File: src/rtl/bag_pkg.sv
package bag_pkg;

  typedef enum logic [1:0] {
    OP_IDLE  = 2'd0,
    OP_LOAD  = 2'd1,
    OP_STEP  = 2'd2,
    OP_STALL = 2'd3
  } bag_op_e;

  // load has priority over advance; a masked clock overrides both
  function automatic bag_op_e bag_decode(logic cen_n, logic ld, logic adv);
    if (cen_n)    return OP_STALL;
    else if (ld)  return OP_LOAD;
    else if (adv) return OP_STEP;
    else          return OP_IDLE;
  endfunction

endpackage

File: src/rtl/bag_base_reg.sv
module bag_base_reg
  import bag_pkg::*;
#(
  parameter int ADDR_W = 19,
  parameter int BEAT_W = 2,
  localparam int HI_W  = ADDR_W - BEAT_W
) (
  input  logic              clk,
  input  logic              rst,
  input  bag_op_e           op,
  input  logic [ADDR_W-1:0] addr_in,
  output logic [HI_W-1:0]   hi_nxt,
  output logic [BEAT_W-1:0] start_nxt
);

  logic [HI_W-1:0]   hi_q;
  logic [BEAT_W-1:0] start_q;

  always_comb begin
    if (op == OP_LOAD) begin
      hi_nxt    = addr_in[ADDR_W-1:BEAT_W];
      start_nxt = addr_in[BEAT_W-1:0];
    end else begin
      hi_nxt    = hi_q;
      start_nxt = start_q;
    end
  end

  always_ff @(posedge clk) begin
    if (rst) begin
      hi_q    <= '0;
      start_q <= '0;
    end else begin
      hi_q    <= hi_nxt;
      start_q <= start_nxt;
    end
  end

endmodule

File: src/rtl/bag_beat_ctr.sv
module bag_beat_ctr
  import bag_pkg::*;
#(
  parameter int BEAT_W = 2
) (
  input  logic              clk,
  input  logic              rst,
  input  bag_op_e           op,
  output logic [BEAT_W-1:0] beat_nxt
);

  logic [BEAT_W-1:0] beat_q;

  always_comb begin
    unique case (op)
      OP_LOAD: beat_nxt = '0;
      OP_STEP: beat_nxt = beat_q + BEAT_W'(1);
      default: beat_nxt = beat_q;
    endcase
  end

  always_ff @(posedge clk) begin
    if (rst) beat_q <= '0;
    else     beat_q <= beat_nxt;
  end

endmodule

File: src/rtl/bag_seq.sv
module bag_seq #(
  parameter int BEAT_W = 2
) (
  input  logic              mode_ilv,
  input  logic [BEAT_W-1:0] start,
  input  logic [BEAT_W-1:0] beat,
  output logic [BEAT_W-1:0] offset
);

  logic [BEAT_W-1:0] off_xor;
  logic [BEAT_W-1:0] off_add;

  // the sum drops its carry so the order wraps inside the beat field
  always_comb begin
    off_xor = start ^ beat;
    off_add = start + beat;
    offset  = mode_ilv ? off_xor : off_add;
  end

endmodule

File: src/rtl/bag_burst_addr_gen.sv
module bag_burst_addr_gen
  import bag_pkg::*;
#(
  parameter int ADDR_W = 19,
  parameter int BEAT_W = 2
) (
  input  logic              clk,
  input  logic              rst,
  input  logic              cen_n,
  input  logic              load,
  input  logic              adv,
  input  logic              mode_ilv,
  input  logic [ADDR_W-1:0] addr_in,
  output logic [ADDR_W-1:0] addr_out
);

  localparam int HI_W = ADDR_W - BEAT_W;

  bag_op_e           op;
  logic [HI_W-1:0]   hi_nxt;
  logic [BEAT_W-1:0] start_nxt;
  logic [BEAT_W-1:0] beat_nxt;
  logic [BEAT_W-1:0] off_nxt;
  logic [ADDR_W-1:0] addr_q;

  assign op = bag_decode(cen_n, load, adv);

  bag_base_reg #(.ADDR_W(ADDR_W), .BEAT_W(BEAT_W)) u_base (
    .clk(clk), .rst(rst), .op(op), .addr_in(addr_in),
    .hi_nxt(hi_nxt), .start_nxt(start_nxt)
  );

  bag_beat_ctr #(.BEAT_W(BEAT_W)) u_beat (
    .clk(clk), .rst(rst), .op(op), .beat_nxt(beat_nxt)
  );

  bag_seq #(.BEAT_W(BEAT_W)) u_seq (
    .mode_ilv(mode_ilv), .start(start_nxt), .beat(beat_nxt), .offset(off_nxt)
  );

  // output register changes only on load or step, so a mode wiggle in idle or stall is invisible
  always_ff @(posedge clk) begin
    if (rst)
      addr_q <= '0;
    else if (op == OP_LOAD || op == OP_STEP)
      addr_q <= {hi_nxt, off_nxt};
  end

  assign addr_out = addr_q;

endmodule

File: config.mk
export PLATFORM = sky130hd
export DESIGN_NAME = bag_burst_addr_gen
export DESIGN_NICKNAME = d
export VERILOG_FILES = /design/src/rtl/bag_pkg.sv /design/src/rtl/bag_base_reg.sv /design/src/rtl/bag_beat_ctr.sv /design/src/rtl/bag_seq.sv /design/src/rtl/bag_burst_addr_gen.sv
export SDC_FILE = /design/constraint.sdc
export NUM_CORES = 1
export LEC_CHECK = 0
export BUFFER_PORTS_ARGS = -buffer_cell sky130_fd_sc_hd__clkbuf_2
export CAP_MARGIN = 20
export CORE_MARGIN = 10
export CORE_UTILIZATION = 49
export DETAILED_ROUTE_END_ITERATION = 7
export PLACE_DENSITY = 0.81
export SYNTH_ARGS = -nofsm -noshare
export SYNTH_HDL_FRONTEND = slang
export SYNTH_SLANG_ARGS = --single-unit
File: constraint.sdc
create_clock -name clk -period 2.4 [get_ports clk]
set_clock_uncertainty 0.1 [all_clocks]
set_input_delay 0.48 -clock clk [delete_from_list [all_inputs] [get_ports clk]]
set_output_delay 0.48 -clock clk [all_outputs]
set_load 0.1 [all_outputs]
# --- Word level (Yosys, flattened, before mapping) ---
# Index checks and enable logic that the tools add are counted.
totals:
  register_bits: 40
  input_bits: 25
  out_inout_bits: 19
  wordCells: 17
op_classes:
  add_sub_neg: 2
  eq_ne: 2
  mux: 7
  n_bitwise: 1
  n_reduce_logical: 1
op_table:
  columns: ["cell", "n"]
  rows:
  - ["2-to-1 mux 17 bit", 1]
  - ["2-to-1 mux 2 bit", 5]
  - ["one-hot mux 2 bit (2 select lines)", 1]
  - ["adder 2 x 1 -> 2 bit (second input constant)", 1]
  - ["adder 2 bit", 1]
  - ["equality test 2 x 1 -> 1 bit (second input constant)", 1]
  - ["equality test 2 bit (second input constant)", 1]
  - ["XOR 2 bit", 1]
  - ["logical OR 1 bit", 1]

# --- Longest topological paths before layout ---
depth:
  ltp_word: 7
  depth_mapped: 8
  ltp_nobuf: 8

# --- By module ---
# A second synthesis with hierarchy kept.
hier_totals:
  hier_cells: 212
  area_unflattened_um2: 2184.6
by_module_without_submodules:
  columns: ["mod", "n_inst", "cells_each", "area_per_inst_um2", "seq_area_each_um2"]
  rows:
  - ["bag_base_reg", 1, 108, 1148.6, 380.4]
  - ["bag_burst_addr_gen", 1, 86, 874.6, 380.4]
  - ["bag_beat_ctr", 1, 14, 125.1, 40.0]
  - ["bag_seq", 1, 4, 36.3, 0.0]

# --- Worst setup path before layout ---
# Ideal clock, no wire load.
synth_path:
  path_type: "input to register"
  start: "in load"
  end: "reg addr_q[1], in the netlist addr_out[1]"
  setup_ps: 79
  arrival_time_ps: 1750
  t_required_ps: 2221
  slack_ps: 471
  stages: 8
  path_buffers: 1
  cell_sequence: "nor2b_2 buf_6 mux2_2 ha_1 nor2b_1 xnor2_1 nand4_1 o211ai_1"
synth_via:
  elab_chain_len: 6
  elab_cells_between_ends: 10
  cone_classes: "add/sub: 1; eq/ne: 2; mux: 5; bitwise: 1; reduce/logical: 1"
synth_rtl:
  columns: ["element", "line", "rtl"]
  rows:
  - ["from (decl)", "bag_burst_addr_gen.sv:10", "input logic load,"]
  - ["2-to-1 mux 2 bit", "bag_pkg.sv:13", "else if (ld) return OP_LOAD;"]
  - ["2-to-1 mux 2 bit", "bag_pkg.sv:12", "if (cen_n) return OP_STALL;"]
  - ["equality test 2 x 1 -> 1 bit", "bag_base_reg.sv:20", "if (op == OP_LOAD) begin"]
  - ["2-to-1 mux 2 bit", "bag_base_reg.sv:20", null]
  - ["via start_nxt[0]", "bag_burst_addr_gen.sv:21", "logic [BEAT_W-1:0] start_nxt;"]
  - ["adder 2 bit", "bag_seq.sv:16", "off_add = start + beat;"]
  - ["2-to-1 mux 2 bit", "bag_seq.sv:17", "offset = mode_ilv ? off_xor : off_add;"]
  - ["to (signal assigned)", "bag_burst_addr_gen.sv:46", "addr_q <= {hi_nxt, off_nxt};"]
  - ["to (decl)", "bag_burst_addr_gen.sv:24", "logic [ADDR_W-1:0] addr_q;"]
# The timed path passes the listed nets, and every way through them passes these cells.
# A chain may end at the register's enable or synchronous reset.

# --- Worst setup path after layout ---
layout_path:
  start: "reg addr_q[5], in the netlist addr_out[5]"
  end: "out addr_out[5]"
layout_rtl:
  columns: ["element", "line", "rtl"]
  rows:
  - ["to (decl)", "bag_burst_addr_gen.sv:14", "output logic [ADDR_W-1:0] addr_out"]
# No word-level cell between the ends.

==> results.md <==
* Vias in the first global route at 1,152
* Post-synthesis cell area at between 0.001 and 0.0015 mm²
* Post-synthesis net count at 173
* Leading area contributor after synthesis: dfxtp_1
* Top delay family on crit path: buffers and inverters
* Initial Util at 52.5%
* DR pass1 iterations at 4
* Vias per std cell at 5.12
* Final worst setup slack at 0.648 ns
* Largest net degree at the start of global routing at 36
* Setup TNS at 0 ns
* Min-Delay Path Class: input port to flip-flop
* H-tree Lvls at 2
* HPWL after DPL at 2390 µm
* Layout area overhead at 19.2%
* Syn_area_per_cell at 10.0 µm²
* Clock buffer count from CTS at 5
* Skew-Pair Late Insertion Delay at 0.35 ns
* Die height at 74.8 µm
* Pleak at a little under 0.0008 µW
* Num ports at between 40 and 50
* Antenna violations before repair at 0
* Ys flop type: dfxtp_1
* Overflow after GRT at 0
* Core footprint at 0.00281 mm²
* Outcome: completed
* Count of warnings emitted by yosys at 0
* Wire length per cell at 14.0 µm
* Routability cong. at 0.827
* Peak supply drop at 0.356 mV
* Setup crit end kind: output pin
* Tmin final at 1.75 ns
* Crit path buf inv count at 1
* Drt drc at 0
* Root buffer cell: clkbuf_4
* Critical Path Source Type: flip-flop
* Share of synthesized flip-flops with an asynchronous set or reset at 0%
* EDFF count, synth at 0
* Die area at roughly 0.0056 mm²
* Pre-CTS setup slack at 0.278 ns
* Crit path max-delay cell type: clkbuf_2
* Number of routed nets with antenna violations at 0
* CTS tree: built
* CTS Sinks at 40
* Crit path required time at 1.82 ns
* Final setup vio count at 0
* Syn Inst Count at 147
* Leading post-synthesis cells by cell area: dfxtp_1 (54%), mux2i_1 (12%), nor2_1 (9.7%)
* Detailed Route WL at 3100 µm
* Sequential area share after synthesis at 54.4%
* Final hold vios at 0
* First-pass GRT wire length at 5090 µm
* Total GRT Usage at 12.0%
* # Max-Cap Violations at 0
* Die X at 74.8 µm
* Starting DRC count in detailed routing at 43
* Synth cell types at 25
* #FFs+latches synth at 40
* Hold_ws at 0.288 ns
* Cell Pwr Density at 785 mW/mm²
* Via Count at 1,137
* Max-slew violations at 0
* Commonest non-fill, non-tap cell in the layout: clkbuf_2
* Post-CTS Setup Bufs at 0
* Worst-path fanout max at 2
* Cts hold-fix bufs at 0
* Post-layout util at 62.5%
* CTS max path bufs at 2
* Peak Freq at 571 MHz
* Antenna diodes at 0
* Max stage delay on crit path at approximately 0.46 ns
* Worst Setup Path Type: flip-flop to output pin
* Layout cells sized above 1 at 31.4%
* Worst-Margin Slew at 0.554 ns
* IO buf count at 43
* Arrival time worst endpoint at approximately 1.2 ns
* Crit path cell chain: clkbuf_2
* Top cell type's share of synthesized area at 54.4%
* Post-cts repair resize count at 0
* Nets at 216
* RSZ-0062 raised after global routing: no
* Worst-path clk slew at 0.11 ns
* Most frequent cells in the layout: clkbuf_2 (43), dfxtp_1 (40), nor2_1 (38), mux2i_1 (17), a211oi_1 (17)
* Slew HR at 63.2%
* Tcrit/Tclk final at 73.0%
* Row cnt at 19
[state kept, by name, summed over array words and instances, names as in the netlist]
register / count
addr_out: 19
u_base.hi_q: 17
u_base.start_q: 2
u_beat.beat_q: 2
[cell type report]
| cell class | instances | area (µm²) |
|---|---|---|
| multi-input combinational | 96 | 612 |
| tap | 31 | 38.8 |
| clock inverter | 2 | 10.0 |
| inverter | 1 | 3.75 |
| fill | 255 | 1050 |
| timing repair buffer | 46 | 238 |
| sequential | 40 | 801 |
| clock buffer | 6 | 51.3 |
[metal layers]
layer | up-vias | part of all wire (%) | routed length, µm | GRT usage, %
li1 | 596 | - | - | -
met1 | 508 | 39 | 1220 | 11.3
met2 | 26 | 51 | 1580 | 20.7
met3 | 7 | 7.5 | 231 | 6.44
met4 | 0 | 2.2 | 68 | 6.30
met5 | - | 0 | 0 | 0
[cell usage after synthesis (2+ instances only)]
cell type	instances
dfxtp_1	40
nand2_1	5
nor2_1	38
a211oi_1	17
a21oi_1	2
buf_2	2
buf_6	2
nor2b_1	3
clkbuf_1	6
mux2i_1	17
[path summary, 6_finish.rpt]
kind	startpoint	end	slack, ns	cells past startpoint
worst max register to register	u_beat.beat_q[0]	addr_out[1]	0.80	7
worst min-delay path	addr_in[8]	u_base.hi_q[6]	0.29	3
worst min register to register	addr_out[0]	addr_out[0]	0.39	2
worst max-delay path	addr_out[5]	addr_out[5]	0.65	1
[kinds of logic after synthesis]
kind of cell / after synthesis / share of synthesized area [%]
and+or+nand+nor: 52 / 15.5
DFF: 40 / 54.4
AOI/OAI and AO/OA: 23 / 11.4
muxes: 19 / 13.3
buffers and inverters: 11 / 4.00
xor gates and xnor gates: 1 / 0.595
adders and majority gates: 1 / 0.850
[per-stage QoR]
step           area, µm²  std cells  total power, µW
2_1_floorplan       1470        147              987
3_3_place_gp        1690        214             1040
3_5_place_dp        1690        214             1050
4_1_cts             1750        222             1400
5_1_grt             1750        222             1440
6_report            1750        222             1380
[where the power goes]
group | total [µW] | switching (µW) | internal (µW)
clock network | 347 | 207 | 139
registers | 719 | 16.1 | 702
logic | 312 | 241 | 70.8
(Power assumes the default switching activity.)
